File: src/rtl/irq_ctrl_pkg.sv
package irq_ctrl_pkg;
  localparam int REG_W    = 8;
  localparam int BIT_MODE = 0;
  localparam int BIT_MASK = 1;
  localparam int BIT_ACK  = 2;
  localparam int BIT_FLAG = 3;
endpackage

File: src/rtl/irq_pin_sync.sv
module irq_pin_sync #(
  parameter int STAGES = 2
) (
  input  logic clk,
  input  logic rst,
  input  logic pin_n,
  output logic level
);
  logic [STAGES-1:0] shift_q;

  // Reset value 0 so that a pin held low through reset shows no falling edge.
  always_ff @(posedge clk) begin
    if (rst) shift_q <= '0;
    else     shift_q <= {shift_q[STAGES-2:0], pin_n};
  end

  assign level = shift_q[STAGES-1];
endmodule

File: src/rtl/irq_ctrl_regs.sv
module irq_ctrl_regs
  import irq_ctrl_pkg::*;
(
  input  logic             clk,
  input  logic             rst,
  input  logic             sel,
  input  logic             wr,
  input  logic             rd,
  input  logic [REG_W-1:0] wdata,
  input  logic             flag,
  output logic             imask,
  output logic             mode,
  output logic             sw_ack,
  output logic [REG_W-1:0] rdata
);
  logic wr_hit;
  assign wr_hit = sel & wr;
  assign sw_ack = wr_hit & wdata[BIT_ACK];

  always_ff @(posedge clk) begin
    if (rst) begin
      imask <= 1'b0;
      mode  <= 1'b0;
    end else if (wr_hit) begin
      imask <= wdata[BIT_MASK];
      mode  <= wdata[BIT_MODE];
    end
  end

  always_ff @(posedge clk) begin
    if (rst) begin
      rdata <= '0;
    end else if (sel & rd) begin
      rdata           <= '0;
      rdata[BIT_FLAG] <= flag;
      rdata[BIT_MASK] <= imask;
      rdata[BIT_MODE] <= mode;
    end
  end
endmodule

File: src/rtl/irq_event_latch.sv
module irq_event_latch (
  input  logic clk,
  input  logic rst,
  input  logic level,
  input  logic mode,
  input  logic ack,
  output logic pend
);
  logic prev_q;
  logic acked_q;
  logic fall;
  logic acked_any;

  assign fall      = prev_q & ~level;
  assign acked_any = acked_q | ack;

  always_ff @(posedge clk) begin
    if (rst) begin
      prev_q  <= 1'b0;
      pend    <= 1'b0;
      acked_q <= 1'b0;
    end else begin
      prev_q <= level;
      if (fall) begin
        pend    <= 1'b1;
        acked_q <= 1'b0;
      end else if (pend) begin
        if (!mode) begin
          if (ack) pend <= 1'b0;
          acked_q <= 1'b0;
        end else if (acked_any && level) begin
          pend    <= 1'b0;
          acked_q <= 1'b0;
        end else begin
          acked_q <= acked_any;
        end
      end else begin
        acked_q <= 1'b0;
      end
    end
  end
endmodule

File: src/rtl/ext_irq_ctrl.sv
module ext_irq_ctrl
  import irq_ctrl_pkg::*;
#(
  parameter int SYNC_STAGES = 2
) (
  input  logic             clk,
  input  logic             rst,
  input  logic             irq_pin_n,
  input  logic             bus_sel,
  input  logic             bus_wr,
  input  logic             bus_rd,
  input  logic [REG_W-1:0] bus_wdata,
  output logic [REG_W-1:0] bus_rdata,
  input  logic             vec_ack,
  output logic             irq_req,
  output logic             pin_level
);
  logic level_s;
  logic pend_q;
  logic imask_q;
  logic mode_q;
  logic sw_ack;

  irq_pin_sync #(.STAGES(SYNC_STAGES)) u_sync (
    .clk(clk), .rst(rst), .pin_n(irq_pin_n), .level(level_s)
  );

  irq_ctrl_regs u_regs (
    .clk(clk), .rst(rst), .sel(bus_sel), .wr(bus_wr), .rd(bus_rd),
    .wdata(bus_wdata), .flag(pend_q), .imask(imask_q), .mode(mode_q),
    .sw_ack(sw_ack), .rdata(bus_rdata)
  );

  irq_event_latch u_latch (
    .clk(clk), .rst(rst), .level(level_s), .mode(mode_q),
    .ack(sw_ack | vec_ack), .pend(pend_q)
  );

  always_ff @(posedge clk) begin
    if (rst) irq_req <= 1'b0;
    else     irq_req <= pend_q & ~imask_q;
  end

  assign pin_level = level_s;
endmodule

File: config.mk
export PLATFORM = sky130hd
export DESIGN_NAME = ext_irq_ctrl
export DESIGN_NICKNAME = d
export VERILOG_FILES = /design/src/rtl/irq_ctrl_pkg.sv /design/src/rtl/irq_pin_sync.sv /design/src/rtl/irq_ctrl_regs.sv /design/src/rtl/irq_event_latch.sv /design/src/rtl/ext_irq_ctrl.sv
export SDC_FILE = /design/constraint.sdc
export NUM_CORES = 1
export LEC_CHECK = 0
export ABC_AREA = 1
export BUFFER_PORTS_ARGS = -buffer_cell sky130_fd_sc_hd__buf_2
export CAP_MARGIN = 20
export CORE_MARGIN = 2
export CORE_UTILIZATION = 25
export DETAILED_ROUTE_END_ITERATION = 6
export SLEW_MARGIN = 15
export SYNTH_ARGS = -nofsm -noshare
export SYNTH_HDL_FRONTEND = slang
export SYNTH_SLANG_ARGS = --single-unit
File: constraint.sdc
create_clock -name clk -period 0.8 [get_ports clk]
set_input_delay 0.04 -clock clk [delete_from_list [all_inputs] [get_ports clk]]
set_output_delay 0.04 -clock clk [all_outputs]
set_load 0.01 [all_outputs]
# After elaboration in Yosys (flattened, before gate mapping)

Index checks and enable logic that the tools add are counted.

Multiplexer cells: 5
Bitwise operators: 11
Reduce and logical (&&, ||, !) cells: 2

Operators with widths:

| cell              | count |
|---|---|
| $and 1x1->1       | 5 |
| $mux 1            | 5 |
| $reduce_or 5->1   | 1 |
| $not 1->1         | 4 |
| $or 1x1->1        | 2 |
| $logic_and 1x1->1 | 1 |

Register bits: 11
Input bits: 15
Output and inout port bits: 10
Logic and storage cells: 26

# Logic depth before layout (Yosys ltp)

Depth in word-level cells: 9
Gate-level depth with buffers: 5
Mapped depth without buffers: 5

# By module

A second synthesis with hierarchy kept.

Cells, all modules: 73
Area total of the unflattened synthesis: 491.7 um2

By module, submodules not included:

| module          | times used | cells each | area each (um2) | seq. area each (um2) |
|---|---|---|---|---|
| irq_ctrl_regs   | 1          | 41         | 260.2           | 100.1 |
| irq_event_latch | 1          | 21         | 138.9           | 60.1 |
| irq_pin_sync    | 1          | 6          | 55.1            | 40.0 |
| ext_irq_ctrl    | 1          | 5          | 37.5            | 20.0 |

# Worst setup path after synthesis

OpenSTA, ideal clock, no wires.

Path type: reg-to-reg
Start point: register u_sync.shift_q[1]
End point: register u_latch.pend
Setup time: 0.112 ns
Arrival: 0.616 ns
Required time: 0.688 ns
Slack: 0.072 ns
Stages on the path, launching flop included: 6
Path buffers: 0
Period minus slack after synthesis: 0.728 ns
Cell sequence: dfxtp_1 > nand2_1 > inv_1 > nand2_1 > nand2_1 > nor2_1

Cells in the longest elaborated chain, start to end: 5
Elaborated cells on any way between the ends: 7
Classes of those cells: mux: 4; bitwise: 2; reduce/logical: 1

Ends and longest elaborated chain:

| what                   | RTL line              | RTL |
|---|---|---|
| from (decl)            | irq_pin_sync.sv:9     | `logic [STAGES-1:0] shift_q;` |
| from (signal assigned) | irq_pin_sync.sv:14    | `else shift_q <= {shift_q[STAGES-2:0], pin_n};` |
| $logic_and 1x1->1      | irq_event_latch.sv:31 | `end else if (acked_any && level) begin` |
| $mux 1                 | irq_event_latch.sv:31 |  |
| $mux 1                 | irq_event_latch.sv:28 | `if (!mode) begin` |
| $mux 1                 | irq_event_latch.sv:27 | `end else if (pend) begin` |
| $mux 1 *               | irq_event_latch.sv:24 | `if (fall) begin` |
| to (signal assigned)   | irq_event_latch.sv:25 | `pend <= 1'b1;` |
| to (signal assigned)   | irq_event_latch.sv:29 | `if (ack) pend <= 1'b0;` |
| to (signal assigned)   | irq_event_latch.sv:32 | `pend <= 1'b0;` |
| to (decl)              | irq_event_latch.sv:7  | `output logic pend` |

Mark *: on every way between the ends. The rest lies on a longest branch, timed or not.
A chain may end at the register's enable or synchronous reset.

# Worst setup path after layout

Start point: register u_sync.shift_q[1]
End point: output port pin_level

RTL lines:

| what      | RTL line           | RTL |
|---|---|---|
| to (decl) | ext_irq_ctrl.sv:16 | `output logic pin_level` |

No word-level cell between the ends.

==> flow_metrics.env <==
export IMPL_finalSetupTns_ns=0
export IMPL_die_w_um=46.03
export IMPL_critPathMaxStageDelay_ns=0.36
export IMPL_hold_viol_final=0
export IMPL_critPathCaptureType="output port"
export IMPL_synth_common_cells="dfxtp_1 (11), inv_1 (9), nand2_1 (8), nor2_1 (7), buf_4 (5)"
export IMPL_period_minus_slack_ns=0.7658
export IMPL_ctsHtreeMaxLevel=1
export IMPL_syn2layout_area_growth_pct=28.90
export IMPL_via_count=380
export IMPL_grt_total_usage_pct=8.724
export IMPL_synth_enable_flop_cells=0
export IMPL_grt_use_met2_pct=13.06
export IMPL_antenna_left=0
export IMPL_crit_chain="buf_6"
export IMPL_drc=0
export IMPL_dpl_cell_area_um2=518.0
export IMPL_root_buffer="clkbuf_4"
export IMPL_drive_gt1_share_pct=33.77
export IMPL_io_pin_count=25
export IMPL_numCtsBuffers=3
export IMPL_drt_iter0_drc=0
export IMPL_ys_flop_type="dfxtp_1"
export IMPL_crit_required_ns=0.76
export IMPL_drtPass1Iterations=1
export IMPL_use_met3_pct=1.190
export IMPL_wl_um=816
export IMPL_cp_max_fo=4
export IMPL_grt_use_met1_pct=8.894
export IMPL_dp_hpwl_um=641
export IMPL_finalClockSkew_ns=0.003439
export IMPL_die_height_um=46.03
export IMPL_core_um2=1689
export IMPL_routedWlPerCell_um=8.681
export IMPL_vias_per_cell=4.043
export IMPL_hold_class="primary input to flip-flop"
export IMPL_clock_power_share_pct=33.9
export IMPL_cp_top_family="flip-flops"
export IMPL_finalSetupViolations=0
export IMPL_crit_slowest_cell="dfxtp_2"
export IMPL_critPathLaunchType="flip-flop"
export IMPL_synth_top_area_share_pct=49.86
export IMPL_maxCapViolCount=0
export IMPL_p_switching_mw=0.2556
export IMPL_dieArea_um2=2119
export IMPL_yosysWarnings=0
export IMPL_period_share_pct=95.72
export IMPL_n_fill_cell=200
export IMPL_ir_worst_vdd_uv=690.8
export IMPL_worstPathArrival_ns=0.73
export IMPL_drv_slew=0
export IMPL_cts_buffer_depth=2
export IMPL_cp_buffers_inverters=1
export IMPL_p_int_mw=0.8184
export IMPL_placedCellCount=89
export IMPL_portBuffers=14
export IMPL_outcome="complete, no violations"
export IMPL_crit_type="flip-flop to output port"
export IMPL_pwr_share_comb_pct=11.7
export IMPL_antenna_found_initial=0
export IMPL_grt_pass1_vias=308
export IMPL_start_util_pct=26.15
export IMPL_cts_sinks=11
export IMPL_rsz0062_at_grt="no"
export IMPL_design_area_um2=569.3
export IMPL_diodes=0
export IMPL_top_usage_layer="met2"
export IMPL_syn_cell_area_um2=441.7
export IMPL_core_rowCount=15
export IMPL_clk_pin_slew_worst_paths_ns=0.06
export IMPL_yosysTopAreaCell="dfxtp_1"
export IMPL_synth_area_leaders="dfxtp_1 (50%), buf_4 (8.5%), inv_1 (7.6%)"
export IMPL_synth_cell_type_count=15
export IMPL_switching_share_pct=23.80
export IMPL_syn_area_per_cell_um2=7.615
export IMPL_seqPwrFrac_pct=54.4
export IMPL_grt_pass1_wl_um=1193
export IMPL_cts_tree="yes"
export IMPL_place_gp_congestion=0.6823
export IMPL_yosysMostFrequentCell="dfxtp_1"
export IMPL_postSynthCellCount=58
export IMPL_seqCellArea_um2=224.0
export IMPL_multi_input_area_um2=162.7
export IMPL_ys_seq_area_share_pct=49.86
export IMPL_hold_ws_ns=0.03529
export IMPL_grt_max_degree=8
export IMPL_clock_latency_ns=0.26
export IMPL_fmax_mhz=1306
export IMPL_grt_ovfl_total=0
export IMPL_p_leak_nw=0.2945
export IMPL_final_nets=93
export IMPL_stdcell_count=94
export IMPL_ys_seq_elements=11
export IMPL_async_flop_share_pct=0
export IMPL_power_density_nw_per_um2=1886
## stage by stage
stage | power [mW] | util [%] | setup WS (ns)
after CTS | 1.087 | 32.89 | 0.00005052
final | 1.074 | 33.70 | 0.03424
after global placement | 0.7110 | 30.67 | 0.02744
after global routing | 1.137 | 33.70 | 0.001315
after detailed placement | 0.7126 | 30.67 | 0.01701
after floorplan | 0.6754 | - | 0.07247
## power groups by stage
stage	clock [mW]	combinational, mW	sequential, mW
2_1_floorplan	0	0.0766	0.599
3_3_place_gp	0	0.117	0.594
3_5_place_dp	0	0.118	0.595
4_1_cts	0.382	0.122	0.582
5_1_grt	0.407	0.143	0.587
6_report	0.364	0.125	0.585
## layout by cell type, fill, tap and decap left out, types with 2 or more instances in the layout
cell	n
a21oi_1	4
buf_2	13
clkbuf_4	3
conb_1	5
dfxtp_1	8
dfxtp_2	3
inv_1	8
inv_2	3
nand2_1	8
nand3_1	2
nor2_1	7
o21ai_0	2
o21ai_1	2
## state kept, by name (all words and copies together), names as in the netlist
register / flops
u_regs.rdata: 3
irq_req: 1
u_regs.imask: 1
u_latch.pend: 1
u_sync.shift_q: 2
u_latch.acked_q: 1
u_latch.prev_q: 1
u_regs.mode: 1
## final timing paths
path / start / endpoint / slack (ns) / cells after the start
max reg2reg: u_latch.pend / u_latch.acked_q / 0.06 / 4
min reg2reg: u_sync.shift_q[0] / u_sync.shift_q[1] / 0.40 / 2
max: u_sync.shift_q[1] / pin_level / 0.03 / 1
min: rst / u_sync.shift_q[1] / 0.04 / 2
## timing repair
action	4_1_cts	5_1_grt
endpoints found under the setup margin	1	4
hold endpoints to repair	1	0
hold buffers	1	0
buffers inserted	0	0
resized for setup	1	5
## routing by layer
layer | part of all wire, % | vias up | wire length [µm]
li1 | - | 208 | -
met1 | 43 | 160 | 349
met2 | 50 | 10 | 405
met3 | 4.2 | 2 | 34
met4 | 3.3 | 0 | 27
met5 | 0 | - | 0
## cell families (layout without fill, tap and decap cells)
| logic type | after synthesis | count (layout) | synth area share, % |
|---|---|---|---|
| AOI/OAI and AO/OA | 9 | 9 | 11.05 |
| DFF | 11 | 11 | 49.86 |
| and+or+nand+nor | 21 | 21 | 20.40 |
| other | 1 | 5 | 0.8490 |
| buffers and inverters | 16 | 31 | 17.85 |
## area by class of cell
cell class	instances	share of cell area, %
repair buffers	16	16.48
inverters	11	7.253
clock buffers	4	4.615
multi-input cells	35	28.57
well taps	17	3.736
flip-flops and latches	11	39.34
(Power assumes the default switching activity.)
